===== src/rtl/fft_dif_pkg.sv =====
package fft_dif_pkg;

  typedef enum logic [1:0] {
    PH_LOAD  = 2'd0,
    PH_CALC  = 2'd1,
    PH_DRAIN = 2'd2
  } phase_e;

  localparam real PI_R = 3.14159265358979323846;

  // Round a real value to the nearest integer, halves away from zero.
  function automatic int round_real(real v);
    if (v >= 0.0) return $rtoi(v + 0.5);
    else          return -$rtoi(0.5 - v);
  endfunction

endpackage


===== src/rtl/fft_twiddle_rom.sv =====
module fft_twiddle_rom #(
  parameter int N       = 8,
  parameter int TWW     = 16,
  parameter bit INVERSE = 1'b0,
  localparam int P      = $clog2(N)
) (
  input  logic [P-2:0]           idx,
  output logic signed [TWW-1:0]  w_re,
  output logic signed [TWW-1:0]  w_im
);
  import fft_dif_pkg::*;

  localparam real ONE = real'(2 ** (TWW - 2));

  logic signed [TWW-1:0] tab_re [N/2];
  logic signed [TWW-1:0] tab_im [N/2];

  for (genvar e = 0; e < N/2; e++) begin : g_ent
    localparam real ANG = 2.0 * PI_R * real'(e) / real'(N);
    localparam int  CRE = round_real(ONE * $cos(ANG));
    localparam int  SIM = round_real(ONE * $sin(ANG));
    localparam int  CIM = INVERSE ? SIM : -SIM;
    assign tab_re[e] = TWW'(CRE);
    assign tab_im[e] = TWW'(CIM);
  end

  assign w_re = tab_re[idx];
  assign w_im = tab_im[idx];

endmodule


===== src/rtl/fft_bfly.sv =====
module fft_bfly #(
  parameter int DW  = 16,
  parameter int TWW = 16
) (
  input  logic signed [DW-1:0]  a_re,
  input  logic signed [DW-1:0]  a_im,
  input  logic signed [DW-1:0]  b_re,
  input  logic signed [DW-1:0]  b_im,
  input  logic signed [TWW-1:0] w_re,
  input  logic signed [TWW-1:0] w_im,
  output logic signed [DW-1:0]  u_re,
  output logic signed [DW-1:0]  u_im,
  output logic signed [DW-1:0]  l_re,
  output logic signed [DW-1:0]  l_im
);
  localparam int FRAC = TWW - 2;
  localparam int SW   = DW + 1;
  localparam int PW   = SW + TWW + 1;
  localparam logic signed [PW-1:0] Q_MAX = PW'((2 ** (DW - 1)) - 1);
  localparam logic signed [PW-1:0] Q_MIN = -Q_MAX - PW'(1);
  localparam logic signed [PW-1:0] HALF  = PW'(2 ** FRAC);

  logic signed [SW-1:0] s_re, s_im, d_re, d_im;
  logic signed [PW-1:0] dx_re, dx_im, wx_re, wx_im;
  logic signed [PW-1:0] p_re, p_im, q_re, q_im;

  // sum / difference in one extra bit
  assign s_re = SW'(a_re) + SW'(b_re);
  assign s_im = SW'(a_im) + SW'(b_im);
  assign d_re = SW'(a_re) - SW'(b_re);
  assign d_im = SW'(a_im) - SW'(b_im);

  // upper branch: halve by dropping the LSB (floor)
  assign u_re = s_re[SW-1:1];
  assign u_im = s_im[SW-1:1];

  // lower branch: rotate, then scale by 2^-(FRAC+1) with half-up rounding
  assign dx_re = PW'(d_re);
  assign dx_im = PW'(d_im);
  assign wx_re = PW'(w_re);
  assign wx_im = PW'(w_im);
  assign p_re  = dx_re * wx_re - dx_im * wx_im;
  assign p_im  = dx_re * wx_im + dx_im * wx_re;
  assign q_re  = (p_re + HALF) >>> (FRAC + 1);
  assign q_im  = (p_im + HALF) >>> (FRAC + 1);

  always_comb begin
    if (q_re > Q_MAX)      l_re = Q_MAX[DW-1:0];
    else if (q_re < Q_MIN) l_re = Q_MIN[DW-1:0];
    else                   l_re = q_re[DW-1:0];
    if (q_im > Q_MAX)      l_im = Q_MAX[DW-1:0];
    else if (q_im < Q_MIN) l_im = Q_MIN[DW-1:0];
    else                   l_im = q_im[DW-1:0];
  end

endmodule


===== src/rtl/fft_seq.sv =====
module fft_seq #(
  parameter int N  = 8,
  localparam int P = $clog2(N)
) (
  input  logic         clk,
  input  logic         rst_n,
  input  logic         in_valid,
  output logic         in_ready,
  output logic         load_en,
  output logic         bf_en,
  output logic [P-1:0] cnt,
  output logic [P-1:0] addr_a,
  output logic [P-1:0] addr_b,
  output logic [P-2:0] tw_idx,
  output logic         out_valid,
  output logic         out_last,
  output logic         done
);
  import fft_dif_pkg::*;

  localparam int SW = $clog2(P + 1);
  localparam logic [P-1:0]  CNT_LAST  = P'(N - 1);
  localparam logic [P-1:0]  HALF_LAST = P'(N / 2 - 1);
  localparam logic [SW-1:0] STG_LAST  = SW'(P - 1);

  phase_e        phase_q, phase_d;
  logic [P-1:0]  cnt_q, cnt_d;
  logic [SW-1:0] stg_q, stg_d;
  logic          done_q, done_d;
  logic          adv;

  // next-state
  always_comb begin
    phase_d = phase_q;
    cnt_d   = cnt_q;
    stg_d   = stg_q;
    done_d  = 1'b0;
    unique case (phase_q)
      PH_LOAD: begin
        cnt_d = cnt_q + P'(1);
        if (cnt_q == CNT_LAST) begin
          phase_d = PH_CALC;       // frame full: start computing
          cnt_d   = '0;
          stg_d   = '0;
        end
      end
      PH_CALC: begin
        cnt_d = cnt_q + P'(1);
        if (cnt_q == HALF_LAST) begin
          cnt_d = '0;
          if (stg_q == STG_LAST) begin
            phase_d = PH_DRAIN;
            done_d  = 1'b1;
          end else begin
            stg_d = stg_q + SW'(1);
          end
        end
      end
      PH_DRAIN: begin
        cnt_d = cnt_q + P'(1);
        if (cnt_q == CNT_LAST) begin
          phase_d = PH_LOAD;
          cnt_d   = '0;
        end
      end
      default: begin
        phase_d = PH_LOAD;
        cnt_d   = '0;
      end
    endcase
  end

  assign adv = (phase_q != PH_LOAD) || in_valid;

  // registers
  always_ff @(posedge clk or negedge rst_n) begin
    if (!rst_n) begin
      phase_q <= PH_LOAD;
      cnt_q   <= '0;
      stg_q   <= '0;
      done_q  <= 1'b0;
    end else begin
      done_q <= done_d;
      if (adv) begin
        phase_q <= phase_d;
        cnt_q   <= cnt_d;
        stg_q   <= stg_d;
      end
    end
  end

  // butterfly addressing: span h = N >> (stage+1)
  logic [P-1:0] span, mask, koff, kshift;
  always_comb begin
    span   = P'(1) << (P - 1 - int'(stg_q));
    mask   = span - P'(1);
    koff   = cnt_q & mask;
    addr_a = ((cnt_q & ~mask) << 1) | koff;
    addr_b = addr_a | span;
    kshift = koff << stg_q;
  end
  assign tw_idx = kshift[P-2:0];

  assign in_ready  = (phase_q == PH_LOAD);
  assign load_en   = in_ready && in_valid;
  assign bf_en     = (phase_q == PH_CALC);
  assign out_valid = (phase_q == PH_DRAIN);
  assign out_last  = out_valid && (cnt_q == CNT_LAST);
  assign done      = done_q;
  assign cnt       = cnt_q;

endmodule


===== src/rtl/fft_dif.sv =====
module fft_dif #(
  parameter int N       = 8,
  parameter int DW      = 16,
  parameter int TWW     = 16,
  parameter bit INVERSE = 1'b0
) (
  input  logic                 clk,
  input  logic                 rst_n,
  input  logic                 in_valid,
  output logic                 in_ready,
  input  logic signed [DW-1:0] in_re,
  input  logic signed [DW-1:0] in_im,
  output logic                 out_valid,
  output logic                 out_last,
  output logic signed [DW-1:0] out_re,
  output logic signed [DW-1:0] out_im,
  output logic                 done
);
  localparam int P = $clog2(N);

  logic          load_en, bf_en;
  logic [P-1:0]  cnt, addr_a, addr_b, rev_addr;
  logic [P-2:0]  tw_idx;
  logic signed [TWW-1:0] w_re, w_im;
  logic signed [DW-1:0]  u_re, u_im, l_re, l_im;

  logic signed [DW-1:0] mem_re [N];
  logic signed [DW-1:0] mem_im [N];

  fft_seq #(.N(N)) u_seq (
    .clk      (clk),
    .rst_n    (rst_n),
    .in_valid (in_valid),
    .in_ready (in_ready),
    .load_en  (load_en),
    .bf_en    (bf_en),
    .cnt      (cnt),
    .addr_a   (addr_a),
    .addr_b   (addr_b),
    .tw_idx   (tw_idx),
    .out_valid(out_valid),
    .out_last (out_last),
    .done     (done)
  );

  fft_twiddle_rom #(.N(N), .TWW(TWW), .INVERSE(INVERSE)) u_rom (
    .idx  (tw_idx),
    .w_re (w_re),
    .w_im (w_im)
  );

  fft_bfly #(.DW(DW), .TWW(TWW)) u_bfly (
    .a_re (mem_re[addr_a]),
    .a_im (mem_im[addr_a]),
    .b_re (mem_re[addr_b]),
    .b_im (mem_im[addr_b]),
    .w_re (w_re),
    .w_im (w_im),
    .u_re (u_re),
    .u_im (u_im),
    .l_re (l_re),
    .l_im (l_im)
  );

  // in-place frame memory (datapath storage, no reset)
  always_ff @(posedge clk) begin
    if (load_en) begin
      mem_re[cnt] <= in_re;
      mem_im[cnt] <= in_im;
    end else if (bf_en) begin
      mem_re[addr_a] <= u_re;
      mem_im[addr_a] <= u_im;
      mem_re[addr_b] <= l_re;
      mem_im[addr_b] <= l_im;
    end
  end

  // natural-order readout through bit-reversed addressing
  always_comb begin
    for (int i = 0; i < P; i++) rev_addr[i] = cnt[P-1-i];
  end

  assign out_re = mem_re[rev_addr];
  assign out_im = mem_im[rev_addr];

endmodule


===== config.mk =====
export PLATFORM = sky130hd
export DESIGN_NAME = fft_dif
export DESIGN_NICKNAME = d
export VERILOG_FILES = /design/src/rtl/fft_dif_pkg.sv /design/src/rtl/fft_twiddle_rom.sv /design/src/rtl/fft_bfly.sv /design/src/rtl/fft_seq.sv /design/src/rtl/fft_dif.sv
export SDC_FILE = /design/constraint.sdc
export NUM_CORES = 2
export LEC_CHECK = 0
export BUFFER_PORTS_ARGS = -buffer_cell sky130_fd_sc_hd__buf_4
export CAP_MARGIN = 20
export CELL_PAD_IN_SITES_DETAIL_PLACEMENT = 1
export CELL_PAD_IN_SITES_GLOBAL_PLACEMENT = 2
export CORE_MARGIN = 2
export CORE_UTILIZATION = 30
export DETAILED_ROUTE_END_ITERATION = 10
export PLACE_DENSITY_LB_ADDON = 0.3
export SETUP_SLACK_MARGIN = 0.15
export SLEW_MARGIN = 15
export SYNTH_ARGS = -nofsm -noshare
export SYNTH_HDL_FRONTEND = slang
export SYNTH_SLANG_ARGS = --single-unit

===== constraint.sdc =====
create_clock -name clk -period 20.6 [get_ports clk]
set_input_delay 2.06 -clock clk [delete_from_list [all_inputs] [get_ports clk]]
set_output_delay 2.06 -clock clk [all_outputs]
set_load 0.01 [all_outputs]

# After elaboration in Yosys (flattened, before gate mapping)

Memory sizes are Yosys's and may differ from the RTL's.
Index checks and enable logic that the tools add are counted.

Bits of input ports: 35
Flip-flop bits (word level): 8
RAM bits: 256
Output and inout bits: 36
Logic and storage cells: 91
Memories kept: 2

Memory list:

| name   | depth | bits a word | read ports | clocked after Yosys merged registers in | wr ports | RTL line      | RTL |
|---|---|---|---|---|---|---|---|
| mem_im | 8     | 16          | 3          | 0                                       | 2        | fft_dif.sv:28 | `logic signed [DW-1:0] mem_im [N];` |
| mem_re | 8     | 16          | 3          | 0                                       | 2        | fft_dif.sv:27 | `logic signed [DW-1:0] mem_re [N];` |

Shifts and indexed selects: 2
Eq/ne operators: 10
Mux-type cells: 35
Multipliers: 4
Add/sub/neg operators: 12
Reductions and logical operators: 11
Bitwise gates (word level): 6
Order comparisons: 5

Operator list:

| cell                                                                               | count |
|---|---|
| 16-bit 2-to-1 mux                                                                  | 10 |
| 17-bit by 16-bit multiplier with 33-bit output                                     | 4 |
| 34-bit by 16-bit adder with 34-bit output (second input constant)                  | 2 |
| 16-bit binary-select mux with 2-bit select                                         | 2 |
| 19-bit by 16-bit greater-than comparator with 1-bit output (second input constant) | 2 |
| 19-bit by 16-bit < comparator with 1-bit output (second input constant)            | 2 |
| 16-bit by 16-bit adder with 17-bit output                                          | 2 |
| 34-bit adder                                                                       | 1 |
| 16-bit by 16-bit subtractor with 17-bit output                                     | 2 |
| 34-bit subtractor                                                                  | 1 |
| 16-bit OR reduction                                                                | 2 |
| 1-bit by 32-bit << shifter with 3-bit output (first input constant)                | 1 |
| 2-bit 2-to-1 mux                                                                   | 6 |
| 3-bit 2-to-1 mux                                                                   | 4 |
| 1-bit 2-to-1 mux                                                                   | 10 |
| 5-bit AND reduction                                                                | 2 |
| 2-bit inequality test (second input constant)                                      | 3 |
| 3-bit bitwise OR                                                                   | 2 |
| 2-bit case mux with 3 select lines                                                 | 1 |
| 3-bit case mux with 2 select lines                                                 | 1 |
| 2-bit == test (second input constant)                                              | 2 |
| 2-bit by 1-bit inequality test with 1-bit output (second input constant)           | 2 |
| 2-bit case mux with 2 select lines                                                 | 1 |
| 2-bit nonzero test                                                                 | 2 |
| 17 further kinds                                                                   | 18 |

# Depth between registers and ports, before layout

Depth after elaboration: 15
Gate-level depth with buffers: 63
Gate-level depth less buffers: 57

# Modules after synthesis

From an unflattened synthesis, not the netlist that was laid out.

Cells, all modules: 6863
Area total of the unflattened synthesis: 66577.6 um2

By module, submodules not included:

| module          | seq. area each (um2) | cells an instance | area each (um2) | instances |
|---|---|---|---|---|
| fft_bfly        | 0.0                  | 5542              | 48308.8         | 1 |
| fft_dif         | 7687.4               | 1222              | 17405.4         | 1 |
| fft_seq         | 200.2                | 63                | 596.8           | 1 |
| fft_twiddle_rom | 0.0                  | 36                | 266.5           | 1 |

# Least setup slack after synthesis

OpenSTA, ideal clock, no wires.

Path type: register -> register
Start: reg u_seq.stg_q[0]
End: mem mem_re[0][11] (data pin)
Arrival time: 14028 ps
Data required time: 20321 ps
Buffers on the path: 5
Setup slack: 6292 ps
Cell stages (with the launch flop): 54
Period minus slack after synthesis: 14308 ps
Cells stage by stage: dfrtp_1 > clkbuf_1 > inv_1 > ha_1 > nand2b_1 > nand2_1 > or2_2 > clkbuf_1 > buf_1 > mux4_2 > nand2_1 > nand2_1 > ha_1 > clkbuf_1 > nor2b_1 > or4_1 > a21o_1 > a211o_1 > [18 not listed] > a21o_1 > a221oi_1 > o21ai_0 > nor2_1 > xnor2_1 > ha_1 > ha_1 > a21oi_1 > nand4_1 > o21a_1 > or4_1 > a311o_1 > a21oi_2 > xor2_2 > a41oi_2 > buf_4 > a21oi_4 > mux2i_1

RTL lines:

| element                  | RTL line      | RTL |
|---|---|---|
| start: declaration       | fft_seq.sv:28 | `logic [SW-1:0] stg_q, stg_d;` |
| start signal: assignment | fft_seq.sv:87 | `stg_q <= stg_d;` |
| end: declaration         | fft_dif.sv:27 |  |

==> results.json <==
{
  "critical_path_peak_fanout": 21,
  "grt_pass1_wl_mm": 308,
  "clock_insertion_delay_worst_skew_ns": 0.57,
  "status": "finished, final reports clean",
  "area.growth.synth_to_final_pct": 8.54,
  "synth_area_um2": 57300,
  "place.port_buffers": 70,
  "timing.final.crit_share_pct": 81.4,
  "yosys_most_used_dff": "sky130_fd_sc_hd__edfxtp_1",
  "synthesized_flop_and_latch_total": 264,
  "report.final.hold_viol_count": 0,
  "start_of_the_worst_register_to_register_path": "u_seq.stg_q[0]",
  "drt-pass1-iter-count": 5,
  "core_um2": 190000,
  "synth.yosys.seq_area_share_pct": 13.8,
  "grt_antenna_before_repair": 3,
  "die_boundary_width_um": 441,
  "finalCriticalPeriod_ns": 16.76,
  "tritoncts": "built",
  "nFillCells": 21700,
  "synthTopCellsByArea": "sky130_fd_sc_hd__fa_1, sky130_fd_sc_hd__ha_1, sky130_fd_sc_hd__edfxtp_1",
  "finalClockSkew_ns": 0.0165,
  "vias_per_cell": 5.17,
  "start_kind": "flop",
  "critPathMostFrequentCell": "sky130_fd_sc_hd__fa_1",
  "initial_cell_density_of_the_core_pct": 30.1,
  "data_arrival_time_of_the_critical_path_ns": 17.02,
  "multiInputGateArea_um2": 44400,
  "min_from": "u_seq.stg_q[1]",
  "synthDistinctLibCells": 92,
  "floorplan.die_area_um2": 194000,
  "maxSlewViolCount": 0,
  "worst_ep_required_time_ns": 20.86,
  "post-place-cells": 8559,
  "wl_per_cell_um": 23.6,
  "core.rowCount": 160,
  "clk_root_buffer_cell": "sky130_fd_sc_hd__clkbuf_16",
  "final_gp_congestion": 0.853,
  "cell_type_of_the_slowest_stage_on_the_worst_timing_path": "sky130_fd_sc_hd__or4_1",
  "place.detailed.hpwl_mm": 163,
  "post-cts-setup-buffers": 0,
  "tns_ns": 0,
  "postSynthAreaPerCell_um2": 9.40,
  "total_nets_final": 7582,
  "global_route.overflow_total": 0,
  "final-seq-area_um2": 7900,
  "cts_repair_resize_count": 0,
  "ios": 71,
  "synth.yosys.warnings": 0,
  "synth-edff-count": 256,
  "cts-htree-levels": 1,
  "worst_pin_slew_ns": 1.16,
  "maximum_number_of_pins_on_one_net_before_global_route_repair": 70,
  "ff2ff_path_depth": 53,
  "crit_start": "u_seq.stg_q[0]",
  "wirelength_mm": 203,
  "timing.slew.headroom_pct": 21.8,
  "worstHoldPathCells": 1,
  "crit_path_end_kind": "flop",
  "setup_repair_after_global_routing_missed_its_margin": "false",
  "final_cell_mix": "sky130_fd_sc_hd__inv_1, sky130_fd_sc_hd__fa_1, sky130_fd_sc_hd__ha_1, sky130_fd_sc_hd__nand2_1, sky130_fd_sc_hd__nor2_1",
  "cts_max_path_buffers": 3,
  "timing.fmax_ghz": 0.0597,
  "worst_setup_hold_path_clk_slew_ns": 0.06,
  "postRouteAntennaNets": 0,
  "max_cap_violations": 0,
  "synth_top_cell_by_area": "sky130_fd_sc_hd__fa_1",
  "hp-class": "flop to flop",
  "mostFrequentLayoutCell": "sky130_fd_sc_hd__inv_1",
  "number_of_global_route_vias_before_repair": 48200,
  "routed-via-count": 44500,
  "finalSetupViolCount": 0,
  "antenna_cells": 0,
  "post_route_cells_drive_above_1_share_pct": 7.92,
  "critPathKind": "flop to flop",
  "final_routed_drc_violation_total": 0,
  "chipHeight_um": 441,
  "synth_async_sr_flop_share_pct": 3.03,
  "drt-initial-drc-count": 2474,
  "worst_path_largest_cell_delay_ns": 0.68,
  "clock_sink_count": 264,
  "synthDominantCellAreaShare_pct": 26.6,
  "number_of_cts_inserted_buffers": 27,
  "instances_no_fill": 8611,
  "globalRouteTotalUtil_pct": 21.0,
  "ctsHoldBuffers": 0,
  "synth_cells": 6092
}
## metrics by stage
stage | setup slack (ns) | area, µm² | hold slack, ns | utilization [%]
floorplan | 6.29 | 57300 | 0.612 | -
global placement | 3.36 | 61200 | 0.661 | 32.2
detailed placement | 2.78 | 61200 | 0.693 | 32.2
CTS | 2.74 | 62100 | 0.711 | 32.7
global route | 2.82 | 62200 | 0.734 | 32.7
finish | 3.84 | 62200 | 0.710 | 32.7
## state kept, by name, indices dropped and copies added, names as in the netlist
register,cells
u_seq.cnt,3
mem_im,128
u_seq.stg_q,2
u_seq.done,1
u_seq.phase_q,2
mem_re,128
## layer usage
| layer | up-vias | GRT usage, % | share of wire [%] |
|---|---|---|---|
| li1 | 20300 | - | - |
| met1 | 23200 | 28.0 | 44 |
| met2 | 910 | 37.9 | 51 |
| met3 | 199 | 0.996 | 3.5 |
| met4 | 0 | 4.05 | 2.1 |
| met5 | - | 0 | 0 |
## cells in the mapped netlist (13+ instances only)
master / count
sky130_fd_sc_hd__buf_1: 28
sky130_fd_sc_hd__nand4_1: 19
sky130_fd_sc_hd__a211oi_1: 60
sky130_fd_sc_hd__a221oi_1: 37
sky130_fd_sc_hd__mux2_2: 13
sky130_fd_sc_hd__mux2i_1: 153
sky130_fd_sc_hd__xor2_1: 85
sky130_fd_sc_hd__a21o_1: 91
sky130_fd_sc_hd__nor2b_1: 37
sky130_fd_sc_hd__o21a_1: 31
sky130_fd_sc_hd__o21bai_1: 31
sky130_fd_sc_hd__fa_1: 760
sky130_fd_sc_hd__xnor2_1: 194
sky130_fd_sc_hd__nand2b_1: 50
sky130_fd_sc_hd__a31o_2: 14
sky130_fd_sc_hd__o21ai_0: 134
sky130_fd_sc_hd__o21ai_1: 21
sky130_fd_sc_hd__a22o_1: 13
sky130_fd_sc_hd__o211ai_1: 15
sky130_fd_sc_hd__nand2_1: 539
sky130_fd_sc_hd__o22ai_1: 38
sky130_fd_sc_hd__and3_1: 30
sky130_fd_sc_hd__or3_1: 23
sky130_fd_sc_hd__nor2_1: 420
sky130_fd_sc_hd__and2_1: 62
sky130_fd_sc_hd__edfxtp_1: 256
sky130_fd_sc_hd__mux4_2: 136
sky130_fd_sc_hd__clkbuf_1: 193
sky130_fd_sc_hd__ha_1: 707
sky130_fd_sc_hd__a31oi_1: 32
sky130_fd_sc_hd__inv_1: 1159
sky130_fd_sc_hd__nor3_1: 64
sky130_fd_sc_hd__nand3_1: 47
sky130_fd_sc_hd__o31ai_1: 35
sky130_fd_sc_hd__a21oi_1: 342
sky130_fd_sc_hd__or2_2: 17
## critical path: cells and delay by family (launching register included)
family,cells,cell delay (ns)
compound gates,23,5.89
xor+xnor,3,0.98
fa+ha+maj,12,4.87
buf+inv,6,0.95
flops,1,0.54
simple gates,9,3.14
## logic make-up after synthesis
family / count (synthesis) / share of synthesized area, %
fa+ha+maj: 1471 / 42.1
buf+inv: 1390 / 9.14
simple gates: 1364 / 10.7
compound gates: 1018 / 11.7
mux: 302 / 8.28
xor+xnor: 282 / 4.37
flops: 264 / 13.8
other cells: 1 / 0.00655
## worst paths after layout
path                                   to  slack (ns)
hold reg to reg            u_seq.stg_q[1]        0.71
max in group asynchronous    u_seq.cnt[1]       19.13
setup / recovery             mem_re[2][9]        3.84
hold / removal             u_seq.stg_q[1]        0.71
min in group asynchronous      u_seq.done        1.31
setup reg to reg             mem_re[2][9]        3.84
## area by class of cell
class                      instances  share of cell area [%]
inverter                        1163                    7.02
sequential                       264                    12.7
timing repair buffer             185                    2.28
clock buffer                      32                    1.12
clock inverter                    17                   0.421
multi-input combinational       4439                    71.4
tap                             2511                    5.05
Power is not shown: default switching activity piles up to over one toggle a cycle in this logic, so the estimate is an artifact.
